--- src/rtl/rst_cause_rec.sv ---
module rst_cause_rec #(
  parameter int W = 8
) (
  input  logic         clk,
  input  logic         aon_rst_n,
  input  logic         ev_pwr_on,
  input  logic         ev_pin,
  input  logic         ev_wdog,
  input  logic         ev_brown,
  input  logic         wdog_rst_en,
  input  logic         wr_en,
  input  logic [W-1:0] wr_data,
  output logic [W-1:0] cause
);
  localparam int NF = 4;

  logic [NF-1:0] flg, clr, set_v, kill_v, flg_d;
  logic          wd_hit, other;

  assign clr    = wr_en ? wr_data[NF-1:0] : '0;
  assign wd_hit = ev_wdog & wdog_rst_en;
  assign other  = ev_pwr_on | ev_pin | ev_brown;

  assign set_v[0]  = ev_pwr_on;
  assign set_v[1]  = ev_pin & ~ev_pwr_on;
  assign set_v[2]  = wd_hit & ~other;
  assign set_v[3]  = ev_brown | ev_pwr_on;

  assign kill_v[0] = 1'b0;
  assign kill_v[1] = ev_pwr_on;
  assign kill_v[2] = other;
  assign kill_v[3] = 1'b0;

  assign flg_d = set_v | (flg & ~kill_v & ~clr);

  always_ff @(posedge clk or negedge aon_rst_n)
    if (!aon_rst_n) flg <= '0;
    else            flg <= flg_d;

  assign cause = {{(W-NF){1'b0}}, flg};
endmodule


--- config.mk ---
export PLATFORM = sky130hd
export DESIGN_NAME = rst_cause_rec
export DESIGN_NICKNAME = d
export VERILOG_FILES = /design/src/rtl/rst_cause_rec.sv
export SDC_FILE = /design/constraint.sdc
export NUM_CORES = 1
export LEC_CHECK = 0
export BUFFER_PORTS_ARGS = -buffer_cell sky130_fd_sc_hd__buf_2
export CAP_MARGIN = 20
export CORE_AREA = 2 2 39 41
export CTS_CLUSTER_DIAMETER = 200
export DETAILED_ROUTE_END_ITERATION = 10
export DIE_AREA = 0 0 41 43
export SLEW_MARGIN = 10
export SYNTH_ARGS = -nofsm -noshare
export SYNTH_HDL_FRONTEND = slang
export SYNTH_SLANG_ARGS = --single-unit
--- constraint.sdc ---
create_clock -name clk -period 1.1 [get_ports clk]
set_input_delay 0.275 -clock clk [delete_from_list [all_inputs] [get_ports clk]]
set_output_delay 0.275 -clock clk [all_outputs]
set_load 0.05 [all_outputs]
==> results.md <==
* CP required at 820 ps
* DR vias/cell at 3.53
* Most flop-heavy register: flg
* Max reg flops at 4
* Initial antenna violation count at 0
* Share of post-route cells with drive strength above 1 at between 50% and 60%
* GRT Residual Overflow at 0
* I/O Buffers at 15
* Largest net degree at the start of global routing at 5
* Design Area, Final at approximately 340 um2
* Top Registers: flg: 4 flops
* Achievable frequency at between 900 and 1000 MHz
* Setup violators final at 0
* CP startpoint kind: flop
* Critical path class: reg -> out
* Fillers at around 160
* Gate Count Post-Synth at 18
* Data arrival time of the critical path at 800 ps
* Core Region at 1380 um2
* Worst-path maximum fanout at 2
* Status: finished clean
* Row count at 14
* Tot GR Track Use at roughly 5.5%
* CP bufs+invs at 1
* Crit end category: output port
* Period minus WS final at 1080 ps
* N_diodes at 0
* Die Footprint at 1760 um2
* Postcts setup bufs at 0
* Fin. max-slew vios at 0
* Max Clock Skew at 0 ps
* Post-DRT Antenna Nets at 0
* Routed Wire Length at 437 um
* Hold Path Class: in -> reg
* Die height at 43 um
* Power per Cell Area at about 1300 nW/um2
* Commonest cells after routing, fill and taps aside: buf_2, conb_1, clkbuf_4
* Post-synthesis sequential area ratio at 46.2%
* Dominant cells by area after synthesis: dfrtp_1, buf_4, a2111oi_4, nand2_1, a21bo_1
* First-pass GRT wire length at 600 um
* Synth Register Bits at 4
* Setup WS post-layout at 22.2 ps
* Area growth syn-to-layout at 59.0%
* CP max stage delay at 360 ps
* Top delay family on crit path: flip-flops
* TritonCTS clock tree: done
* Static Leak at 0.161 nW
* RSZ-0062 raised after global routing: no
* CTS root buf: clkbuf_4
* DP Area at 294 um2
* Total power draw at 0.464 mW
* Total iterations of the first detailed-routing run at 1
* NumNets Final at 54
* Initial Util at 15.6%
* Synthesized area per cell at 12.0 um2
* Width of the die at 41 um
* CTS buffer count at 3
* Top cell type's share of synthesized area at between 40% and 50%
* Slowest CP cell: dfrtp_1
* CP cell instances: clkbuf_4
* DRT iter0 DRCs at 0
* Number of global-route vias before repair at 174
* Synth Cell Area at approximately 220 um2
* Ys Warns at 0
* CTS clock-pin slew for the worst setup and hold paths at 40 ps
* Io pins at 24
* Max cap viols at 0
* Final period utilization at 98.0%
* Setup_tns at 0 ps
* Clock Latency Late Sink at 230 ps
* GP Congestion at 0.482
* Peak supply drop at 0.277 mV
* Most common cell after layout, fill and taps aside: buf_2
* Worst slack, placed at 110 ps
* WL per Instance at 8.25 um
* Clock Sinks at 4
* Final Hold Fails at 0
* Clock Path Buffers at 2
* Yosys cell types at 10
* Post-route DRC at 0
* CTS H-Tree Depth at 1
* Area leader, netlist: dfrtp_1
* Vias at 187
[per-layer routing]
metal  share of wire, %  track usage [%]  up-vias
li1                   -                -       91
met1                 34             4.58       83
met2                 50             8.13       13
met3                 16             3.14        0
met4                  0             6.00        0
met5                  0                0        -
[logic make-up after synthesis]
| logic type | count (synthesis) | share of synthesized area, % |
|---|---|---|
| AO/OA/AOI/OAI | 6 | 33.0 |
| buffers and inverters | 4 | 13.9 |
| flip-flops | 4 | 46.2 |
| other | 1 | 1.73 |
| AND/OR/NAND/NOR | 3 | 5.20 |
[final cells by class]
type | count | area (um2) | share of cell area (%)
Clock buffer | 4 | 26.3 | 7.64
Multi-Input combinational cell | 13 | 97.6 | 28.4
Sequential cell | 4 | 101 | 29.5
Tap cell | 16 | 20.0 | 5.82
Timing Repair Buffer | 16 | 98.8 | 28.7
[final timing paths]
kind,start,to,slack (ps),depth (start not counted)
max,flg[1]$_DFF_PN0_,cause[1],20,1
min,ev_brown,flg[2]$_DFF_PN0_,240,2
max reg2reg,flg[2]$_DFF_PN0_,flg[2]$_DFF_PN0_,130,2
min reg2reg,flg[0]$_DFF_PN0_,flg[0]$_DFF_PN0_,470,1
max in group asynchronous,aon_rst_n,flg[2]$_DFF_PN0_,600,2
min in group asynchronous,aon_rst_n,flg[3]$_DFF_PN0_,370,2
[cell usage after synthesis]
master / instances
a21bo_1: 1
buf_4: 4
nand2_1: 3
a21boi_0: 1
dfrtp_1: 4
a211o_1: 1
a21o_1: 1
o21ba_2: 1
conb_1: 1
a2111oi_4: 1
[what timing repair did]
item,CTS,global route
hold buffers,1,0
gates resized for setup,4,1
cloned,0,0
endpoints found under the hold margin,4,0
endpoints found under the setup margin,3,1
[report_power, final]
group | switching [mW] | internal (mW) | total, mW
registers | 0.00334 | 0.155 | 0.158
clock network | 0.0588 | 0.136 | 0.195
logic | 0.0766 | 0.0344 | 0.111
total | 0.139 | 0.325 | 0.464
[stage by stage]
stage / hold slack, ps / std cells / util, %
2_1_floorplan: -20.6 / 21 / -
3_3_place_gp: 81.4 / 48 / 21.2
6_report: 244 / 53 / 24.9
4_1_cts: 236 / 53 / 24.7
3_5_place_dp: 81.7 / 48 / 21.2
5_1_grt: 238 / 53 / 24.9
No activity file was read; power rests on OpenSTA's default activity.
